File: src/rtl/flag_pkg.sv
package flag_pkg;

  localparam int FLAG_W = 4;
  localparam int OPC_W  = 4;

  localparam int FB_Z = 0;
  localparam int FB_C = 1;
  localparam int FB_I = 2;
  localparam int FB_E = 3;

  typedef enum logic [OPC_W-1:0] {
    CLS_IDLE    = 4'd0,
    CLS_ARITH   = 4'd1,
    CLS_SHIFT   = 4'd2,
    CLS_LOGIC   = 4'd3,
    CLS_PTRADD  = 4'd4,
    CLS_FSET    = 4'd5,
    CLS_FAND    = 4'd6,
    CLS_FOR     = 4'd7,
    CLS_FXOR    = 4'd8,
    CLS_RESTORE = 4'd9
  } op_cls_e;

  // {update carry, update zero} for an operation class
  function automatic logic [1:0] zc_mask(input logic [OPC_W-1:0] cls);
    case (cls)
      CLS_ARITH, CLS_SHIFT:  zc_mask = 2'b11;
      CLS_LOGIC, CLS_PTRADD: zc_mask = 2'b01;
      default:               zc_mask = 2'b00;
    endcase
  endfunction

  function automatic logic is_explicit(input logic [OPC_W-1:0] cls);
    is_explicit = (cls >= CLS_FSET) && (cls <= CLS_RESTORE);
  endfunction

  // Result of an explicit flag operation applied to the current register
  function automatic logic [FLAG_W-1:0] explicit_val(
      input logic [OPC_W-1:0]  cls,
      input logic [FLAG_W-1:0] cur,
      input logic [FLAG_W-1:0] opnd,
      input logic [FLAG_W-1:0] saved);
    case (cls)
      CLS_FSET: explicit_val = opnd;
      CLS_FAND: explicit_val = cur & ~opnd;
      CLS_FOR:  explicit_val = cur | opnd;
      CLS_FXOR: explicit_val = cur ^ opnd;
      default:  explicit_val = saved;
    endcase
  endfunction

endpackage

File: src/rtl/flag_zc_upd.sv
module flag_zc_upd
  import flag_pkg::*;
(
  input  logic [OPC_W-1:0] cls,
  input  logic             alu_zero,
  input  logic             alu_carry,
  input  logic             cur_z,
  input  logic             cur_c,
  output logic             nxt_z,
  output logic             nxt_c
);
  logic [1:0] mask;

  always_comb begin
    mask  = zc_mask(cls);
    nxt_z = mask[0] ? alu_zero  : cur_z;
    nxt_c = mask[1] ? alu_carry : cur_c;
  end
endmodule

File: src/rtl/flag_ie_ctrl.sv
module flag_ie_ctrl (
  input  logic cur_i,
  input  logic cur_e,
  input  logic hw_irq,
  input  logic nmi,
  input  logic swi,
  input  logic ext_load,
  input  logic instr_done,
  output logic nxt_i,
  output logic nxt_e,
  output logic hw_taken,
  output logic int_accept
);
  always_comb begin
    hw_taken   = hw_irq & cur_i;
    int_accept = hw_taken | nmi | swi;
    // hardware acceptance disables further maskable requests; swi does not
    nxt_i      = (hw_taken | nmi) ? 1'b0 : cur_i;
    if (ext_load)        nxt_e = 1'b1;
    else if (instr_done) nxt_e = 1'b0;
    else                 nxt_e = cur_e;
  end
endmodule

File: src/rtl/flag_explicit.sv
module flag_explicit
  import flag_pkg::*;
(
  input  logic [OPC_W-1:0]  cls,
  input  logic [FLAG_W-1:0] cur,
  input  logic [FLAG_W-1:0] wr_val,
  input  logic [FLAG_W-1:0] restore_val,
  output logic              exp_en,
  output logic [FLAG_W-1:0] exp_flags
);
  always_comb begin
    exp_en    = is_explicit(cls);
    exp_flags = explicit_val(cls, cur, wr_val, restore_val);
  end
endmodule

File: src/rtl/flag_ctrl.sv
module flag_ctrl
  import flag_pkg::*;
#(
  parameter logic [FLAG_W-1:0] RST_FLAGS = '0
) (
  input  logic              clk,
  input  logic              rst_n,
  input  logic [OPC_W-1:0]  op_cls,
  input  logic              alu_zero,
  input  logic              alu_carry,
  input  logic              hw_irq,
  input  logic              nmi,
  input  logic              swi,
  input  logic              ext_load,
  input  logic              instr_done,
  input  logic [FLAG_W-1:0] wr_val,
  input  logic [FLAG_W-1:0] restore_val,
  output logic [FLAG_W-1:0] flags,
  output logic              int_accept
);
  logic [FLAG_W-1:0] flag_q;
  logic [FLAG_W-1:0] auto_flags;
  logic [FLAG_W-1:0] exp_flags;
  logic [FLAG_W-1:0] nxt_flags;
  logic              explicit_en;
  logic              hw_taken;

  flag_zc_upd u_zc (
    .cls       (op_cls),
    .alu_zero  (alu_zero),
    .alu_carry (alu_carry),
    .cur_z     (flag_q[FB_Z]),
    .cur_c     (flag_q[FB_C]),
    .nxt_z     (auto_flags[FB_Z]),
    .nxt_c     (auto_flags[FB_C])
  );

  flag_ie_ctrl u_ie (
    .cur_i      (flag_q[FB_I]),
    .cur_e      (flag_q[FB_E]),
    .hw_irq     (hw_irq),
    .nmi        (nmi),
    .swi        (swi),
    .ext_load   (ext_load),
    .instr_done (instr_done),
    .nxt_i      (auto_flags[FB_I]),
    .nxt_e      (auto_flags[FB_E]),
    .hw_taken   (hw_taken),
    .int_accept (int_accept)
  );

  flag_explicit u_exp (
    .cls         (op_cls),
    .cur         (flag_q),
    .wr_val      (wr_val),
    .restore_val (restore_val),
    .exp_en      (explicit_en),
    .exp_flags   (exp_flags)
  );

  genvar b;
  generate
    for (b = 0; b < FLAG_W; b++) begin : g_bit
      assign nxt_flags[b] = explicit_en ? exp_flags[b] : auto_flags[b];
      always_ff @(posedge clk or negedge rst_n) begin
        if (!rst_n) flag_q[b] <= RST_FLAGS[b];
        else        flag_q[b] <= nxt_flags[b];
      end
    end
  endgenerate

  assign flags = flag_q;
endmodule

File: config.mk
export PLATFORM = sky130hd
export DESIGN_NAME = flag_ctrl
export DESIGN_NICKNAME = d
export VERILOG_FILES = /design/src/rtl/flag_pkg.sv /design/src/rtl/flag_zc_upd.sv /design/src/rtl/flag_ie_ctrl.sv /design/src/rtl/flag_explicit.sv /design/src/rtl/flag_ctrl.sv
export SDC_FILE = /design/constraint.sdc
export NUM_CORES = 1
export LEC_CHECK = 0
export ABC_AREA = 1
export BUFFER_PORTS_ARGS = -buffer_cell sky130_fd_sc_hd__clkbuf_2
export CAP_MARGIN = 20
export CORE_MARGIN = 2
export CORE_UTILIZATION = 36
export DETAILED_ROUTE_END_ITERATION = 16
export MAX_ROUTING_LAYER = met4
export PLACE_DENSITY_LB_ADDON = 0.05
export SYNTH_ARGS = -nofsm -noshare
export SYNTH_HDL_FRONTEND = slang
export SYNTH_SLANG_ARGS = --single-unit
export TNS_END_PERCENT = 30
File: constraint.sdc
create_clock -name clk -period 1.31 [get_ports clk]
set_clock_uncertainty 0.05 [all_clocks]
set_input_delay 0.0655 -clock clk [delete_from_list [all_inputs] [get_ports clk]]
set_output_delay 0.0655 -clock clk [all_outputs]
set_load 0.1 [all_outputs]
==> results of run 1 <==
==> cell usage after synthesis, drive strengths merged <==
cell type / n
buf: 5
nor2: 13
nand3: 18
a21oi: 1
nand2: 29
a211o: 1
nor3: 2
nand4: 2
dfrtp: 4
ha: 8
nand3b: 2
o21ai: 5
inv: 19
==> area by class of cell <==
class | instances | area (µm²)
fill | 202 | 830
multi-input combinational | 81 | 447
timing repair buffer | 33 | 225
sequential | 4 | 100
inverter | 19 | 71.3
tap | 25 | 31.3
clock buffer | 3 | 22.5
==> power breakdown <==
part	total, W	internal [W]	switching, W
Clock	0.000163	0.000103	0.0000596
Sequential	0.000157	0.000142	0.0000153
Combinational	0.000423	0.000145	0.000278
Total	0.000743	0.000390	0.000353
==> worst max-delay path, stage by stage (launching register included) <==
cell     delay, ns
dfrtp_1       0.38
buf_4         0.14
ha_1          0.17
nand3_1       0.06
nand2_1       0.05
nor2_1        0.10
nand2_1       0.07
nand2_1       0.07
nand2_1       0.04
==> stage by stage <==
step	std cells	TNS, ns	total power (W)	hold slack (ns)
global route	165	-0.0843	0.000796	0.0620
detailed placement	160	0	0.000572	-0.162
global placement	160	0	0.000569	-0.161
finish	165	0	0.000743	0.0526
CTS	164	0	0.000743	0.0540
floorplan	109	0	0.000457	-0.280
==> metal layers <==
metal	GRT usage, %	vias up	routed length (µm)
met5	-	-	0
met4	1.67	0	0
met3	7.69	0	122
met2	28.2	23	762
met1	22.0	338	813
li1	-	407	-
==> cells by family after synthesis <==
logic type | after synthesis | share of synthesized area, %
buffers and inverters | 24 | 17.1
AND/OR/NAND/NOR | 66 | 46.7
flip-flops | 4 | 15.2
adder cells (fa/ha/maj) | 8 | 15.2
AO/OA/AOI/OAI | 7 | 5.88
==> how the worst max path moves through the flow <==
stage / from / end / slack [ns] / depth (start not counted)
final: flags[1] / flags[1] / 0.07 / 8
after global routing: flags[1] / flags[1] / -0.08 / 8
after CTS: flags[1] / flags[1] / 0.04 / 8
after detailed placement: flags[0] / flags[0] / 0.06 / 8
after global placement: flags[1] / flags[1] / 0.07 / 8
after floorplan: flags[2] / int_accept / 0.14 / 1
==> repair_timing <==
| action | in CTS | in global routing |
|---|---|---|
| endpoints found under the setup margin | 0 | 2 |
| endpoints found under the hold margin | 4 | 0 |
| gates resized for setup | 0 | 0 |
| setup buffers | 0 | 1 |
| hold buffers | 1 | 0 |
==> impl_metrics.yaml, run 1 <==
timing:
  maxSlewViolCount: 0
  fmax_mhz: 807
  hold_viol: 0
  finalWorstSetupSlack_ns: 0.0701
  relSlewSlack_pct: 73.9
  post-route-period-util_pct: 94.6
  rsz0062_at_grt: "yes"
  period_minus_slack_ns: 1.24
  setup_viol: 0
  worst_pin_slew_ns: 0.390
final_layout:
  layout-drive-gt1-share_pct: 30.0
  layout_commonest_cell: "nand2_1"
  largest_reg_flops: 4
  final_cell_mix: "nand2_1, clkbuf_2, nand3_1"
  nNetsFinal: 171
  design_area_um2: 897
  final_util_pct: 52.0
  num_antenna_cells: 0
  area_growth_pct: 36.1
synth:
  netlist_instances: 109
  syn_nets: 138
  synth_area_per_cell_um2: 6.05
  ys_seq_area_share_pct: 15.2
  yosysTopAreaCell: "nand2_1"
  synthTopCellsByArea: "nand2_1, dfrtp_1, ha_1"
  synthesis.area_um2: 659
  synth_top_cell_area_share_pct: 15.4
  synth_seq_cells: 4
  yosysUniqueCellTypes: 19
  ys_warn_count: 0
critical_path:
  start_kind: "flop"
  crit_fanout: 3
  crit_required_ns: 1.39
  reg2reg_slack_ns: 0.07
  worstPathArrival_ns: 1.32
  timing.rr.start: "flags[1]"
  r2r-end: "flags[1]"
  crit_path_end_kind: "flop"
  critical_path_class: "flop to flop"
  rr_worst_depth: 8
cts:
  cts_tree: "built"
  clkSinkCount: 4
  cts_made_buffers: 3
  worstSkewPairLatency_ns: 0.25
  cts_buffer_depth: 2
  root_buffer: "clkbuf_4"
  cts_max_level: 1
  path_clk_slew_ns: 0.04
grt:
  grt_pass1_wl_mm: 2.62
  track_usage_pct: 17.8
  grt_antenna_before_repair: 0
  grt_pass1_vias: 657
  grt_start_max_net_pins: 9
  grt-ovfl-total: 0
floorplanning:
  ios: 26
  core-area_um2: 1730
  die_x_um: 46.8
  start_util_pct: 38.2
  die_y_um: 46.8
  rows: 15
  die-area_um2: 2190
run_status:
  run_status: "completed"
hold_path:
  hold_end: "flags[3]"
  hp-class: "primary input to flop"
  hold_start: "ext_load"
  min_path_cells: 3
placed_design:
  dp_hpwl_mm: 1.41
  gp_congestion: 0.812
  dpl_worst_slack_ns: 0.0603
  port_buffers: 25
  placed_area_um2: 857
job:
  maxCapViolCount: 0
power_and_ir_drop:
  p_leak_nw: 0.553
  vdd_drop_max_mv: 0.553
  p_per_area_nw_per_um2: 828
route:
  vias: 768
  wl_per_cell_um: 10.3
  first_iter_violations: 16
  antenna_violating_nets_post_route: 0
  drc: 0
  avgViaCountPerCell: 4.65
  finalWirelength_mm: 1.70
  drt_first_pass_iters: 4
(Power assumes the default switching activity.)
==> run 2: changes to the inputs <==
- CELL_PAD_IN_SITES_DETAIL_PLACEMENT: unset -> 1
- CELL_PAD_IN_SITES_GLOBAL_PLACEMENT: unset -> 1
- CORE_UTILIZATION: 36 -> 31
==> impl_metrics.yaml, run 2 (synthesized netlist as in run 1, its figures left out) <==
cts:
  cts_made_buffers: 3
  path_clk_slew_ns: 0.04
  root_buffer: "clkbuf_4"
  cts_buffer_depth: 2
  clkSinkCount: 4
  cts_tree: "built"
  worstSkewPairLatency_ns: 0.24
  cts_max_level: 1
route:
  vias: 786
  route.met2.wl_mm: 1.03
  routed.top_layer: "met4"
  drt_first_pass_iters: 4
  wl_met3_um: 50
  avgViaCountPerCell: 4.71
  wl_met1_um: 891
  antenna_violating_nets_post_route: 0
  drc: 0
  finalWirelength_mm: 1.99
  first_iter_violations: 4
  wl_per_cell_um: 11.9
floorplanning:
  rows: 16
  start_util_pct: 33.3
  die_y_um: 50.1
  ios: 26
  core-area_um2: 1980
  die_x_um: 50.1
  die-area_um2: 2510
power_and_ir_drop:
  vdd_drop_max_mv: 0.434
  p_leak_nw: 0.557
  p_per_area_nw_per_um2: 865
  power.total_w: 0.000789
critical_path:
  crit_fanout: 4
  crit_required_ns: 1.19
  crit_path_end_kind: "output port"
  reg2reg_slack_ns: 0.05
  rr_worst_depth: 8
  r2r-end: "flags[1]"
  start_kind: "flop"
  critical_path_class: "flop to output port"
  timing.rr.start: "flags[1]"
  worstPathArrival_ns: 1.16
timing:
  hold_viol: 0
  fmax_mhz: 784
  rsz0062_at_grt: "yes"
  relSlewSlack_pct: 71.4
  maxSlewViolCount: 0
  post-route-period-util_pct: 97.4
  setup_viol: 0
  period_minus_slack_ns: 1.28
  worst_pin_slew_ns: 0.427
final_layout:
  area_growth_pct: 38.3
  layout-drive-gt1-share_pct: 30.7
  fill_cells: 276
  num_antenna_cells: 0
  design_area_um2: 912
  nNetsFinal: 171
  final_util_pct: 46.0
  final_cell_mix: "nand2_1, clkbuf_2, nand3_1"
  largest_reg_flops: 4
  layout_commonest_cell: "nand2_1"
hold_path:
  hold_end: "flags[3]"
  min_path_cells: 3
  hold_start: "ext_load"
  hp-class: "primary input to flop"
placed_design:
  gp_congestion: 0.804
  placed_area_um2: 857
  dp_hpwl_mm: 1.65
  port_buffers: 25
run_status:
  run_status: "completed"
grt:
  track_usage_pct: 17.0
  grt_start_max_net_pins: 9
  grt-ovfl-total: 0
  grt_pass1_vias: 755
  grt_antenna_before_repair: 0
  grt_pass1_wl_mm: 3.24
job:
  maxCapViolCount: 0
## run 2: cell counts in the layout (fill, tap and decap cells not counted)
Identical to the previous run, type by type.
## run 2: what timing repair did
action	in CTS	in global routing
buffers inserted	0	3
gates resized for setup	0	1
endpoints found under the setup margin	0	4
hold buffers	1	0
endpoints found under the hold margin	4	0
## run 2: layout make-up
| type | instances | area [µm²] | share of cell area [%] |
|---|---|---|---|
| tap | 27 | 33.8 | 3.70 |
| clock buffer | 3 | 22.5 | 2.47 |
| multi-input combinational | 81 | 447 | 49.0 |
| inverter | 19 | 71.3 | 7.82 |
| sequential | 4 | 100 | 11.0 |
| timing repair buffer | 33 | 238 | 26.1 |
## run 2: critical path, stage by stage, from the launching register on
cell	delay, ns
dfrtp_1	0.42
a211o_1	0.31
buf_12	0.18
## run 2: through the flow
stage	cells	setup WS, ns	hold WS (ns)	setup TNS (ns)
6_report	167	0.0341	0.0504	0
5_1_grt	167	-0.0919	0.0891	-0.151
4_1_cts	164	0.0349	0.0596	0
3_5_place_dp	160	0.0441	-0.166	0
3_3_place_gp	160	0.0883	-0.165	0
2_1_floorplan	109	0.144	-0.280	0
## run 2: worst max path at each step
stage / slack, ns / to / from / depth (start not counted)
after global routing: -0.09 / flags[0] / flags[0] / 8
after global placement: 0.09 / flags[0] / flags[0] / 8
after floorplan: 0.14 / int_accept / flags[2] / 1
final: 0.03 / int_accept / flags[2] / 2
after CTS: 0.03 / flags[1] / flags[1] / 8
after detailed placement: 0.04 / flags[1] / flags[1] / 8
## run 2: where the power goes
group / switching, W / internal [W] / leakage [nW] / total, W
Sequential: 0.0000172 / 0.000142 / 0.0483 / 0.000159
Combinational: 0.000293 / 0.000176 / 0.495 / 0.000469
Clock: 0.0000579 / 0.000103 / 0.0138 / 0.000161
Total: 0.000368 / 0.000420 / 0.557 / 0.000789
## run 2: metal layers
layer  up-vias  global-route usage, %
met5         -                      -
met4         0                   4.17
met3         2                  0.909
met2        14                   29.6
met1       362                   21.3
li1        408                      -
==> run 3: changes to the inputs <==
- clock period: 1.31 -> 1.19 ns (I/O delays scaled with it)
==> impl_metrics.yaml, run 3 (synthesized netlist as in run 1, its figures left out) <==
floorplanning:
  die-area_um2: 2510
  start_util_pct: 33.3
  rows: 16
  die_x_um: 50.1
  die_y_um: 50.1
  core-area_um2: 1980
  ios: 26
timing:
  finalWorstSetupSlack_ns: -0.135
  worst_pin_slew_ns: 0.408
  hold_viol: 0
  relSlewSlack_pct: 72.7
  setup-tns-final_ns: -0.255
  fmax_mhz: 754
  period_minus_slack_ns: 1.33
  maxSlewViolCount: 0
  setup_viol: 4
  rsz0062_at_grt: "yes"
  post-route-period-util_pct: 111
route:
  first_iter_violations: 3
  vias: 782
  drt_first_pass_iters: 2
  drc: 0
  antenna_violating_nets_post_route: 0
  avgViaCountPerCell: 4.57
  wl_per_cell_um: 11.1
  finalWirelength_mm: 1.89
hold_path:
  hp-class: "primary input to flop"
  hold_end: "flags[3]"
  hold_start: "ext_load"
  min_path_cells: 3
critical_path:
  timing.rr.start: "flags[2]"
  rr_worst_depth: 7
  critical_path.startpoint: "flags[2]"
  reg2reg_slack_ns: -0.11
  crit_path_end_kind: "output port"
  start_kind: "flop"
  worstPathArrival_ns: 1.22
  crit_required_ns: 1.08
  r2r-end: "flags[2]"
  critical_path_class: "flop to output port"
  crit_fanout: 2
job:
  maxCapViolCount: 0
final_layout:
  layout-drive-gt1-share_pct: 34.0
  layout_commonest_cell: "nand2_1"
  num_antenna_cells: 0
  area_growth_pct: 47.6
  nNetsFinal: 175
  largest_reg_flops: 4
  design_area_um2: 973
  final_cell_mix: "nand2_1, clkbuf_2, nand3_1"
cts:
  clkSinkCount: 4
  cts_tree: "built"
  cts_made_buffers: 3
  worstSkewPairLatency_ns: 0.23
  cts_max_level: 1
  root_buffer: "clkbuf_4"
  cts_buffer_depth: 2
  path_clk_slew_ns: 0.04
power_and_ir_drop:
  p_leak_nw: 0.585
  vdd_drop_max_mv: 0.467
  p_per_area_nw_per_um2: 907
  power.total_w: 0.000883
placed_design:
  port_buffers: 25
  gp_congestion: 0.813
  dp_hpwl_mm: 1.65
  placed_area_um2: 927
grt:
  grt-ovfl-total: 0
  grt_pass1_vias: 776
  grt_start_max_net_pins: 9
  track_usage_pct: 17.3
  grt_pass1_wl_mm: 3.21
  grt_antenna_before_repair: 0
run_status:
  violations: "negative setup slack"
  run_status: "finished with violations"
[run 3: cell types whose count changed in the layout (fill, tap and decap cells not counted)]
| cell | previous run | this run |
|---|---|---|
| buf_6 | 0 | 1 |
| nor2_2 | 1 | 2 |
| buf_4 | 9 | 10 |
| inv_1 | 16 | 15 |
| buf_12 | 3 | 5 |
| nor2_1 | 10 | 9 |
| inv_2 | 3 | 4 |
[run 3: per-stage QoR]
step	std cells	setup WS [ns]	util [%]	hold WS, ns
after global routing	171	-0.175	49.1	0.0793
after CTS	171	-0.143	49.0	0.0299
after detailed placement	166	-0.0459	46.8	-0.169
after global placement	166	-0.0308	46.8	-0.171
after floorplan	109	0.0251	-	-0.286
final	171	-0.135	49.1	0.0311
[run 3: metal layers]
metal  vias to the layer above  routed length, µm  track usage [%]
met3                         4                 43            0.909
li1                        413                  -                -
met1                       348                867             20.9
met2                        17                945             29.2
met4                         0                 36             8.33
met5                         -                  0                -
[run 3: area by class of cell]
type	instances	area (µm²)
clock buffers	3	22.5
fillers	281	1010
inverters	19	71.3
multi-input cells	81	449
flip-flops and latches	4	100
well taps	27	33.8
repair buffers	37	297
[run 3: report_power, final]
group	leakage (nW)	internal, W	switching, W	total [W]
Combinational	0.523	0.000220	0.000323	0.000543
Sequential	0.0483	0.000156	0.0000172	0.000174
Clock	0.0138	0.000113	0.0000536	0.000166
[run 3: critical path, cell delays in order (launching register included)]
cell     delay (ns)
dfrtp_1        0.39
buf_6          0.13
a211o_1        0.28
buf_12         0.18
[run 3: how the worst max path moves through the flow]
stage	endpoint	cells after the start
after CTS	int_accept	3
after floorplan	flags[0]	8
after detailed placement	flags[1]	8
after global placement	flags[0]	8
after global routing	flags[2]	7
final	int_accept	3
[run 3: what timing repair did]
item | in CTS | in global routing
gates resized for setup | 2 | 2
hold buffers | 1 | 0
pin swaps | 5 | 0
endpoints found under the hold margin | 4 | 0
endpoints found under the setup margin | 5 | 5
setup buffers | 1 | 0
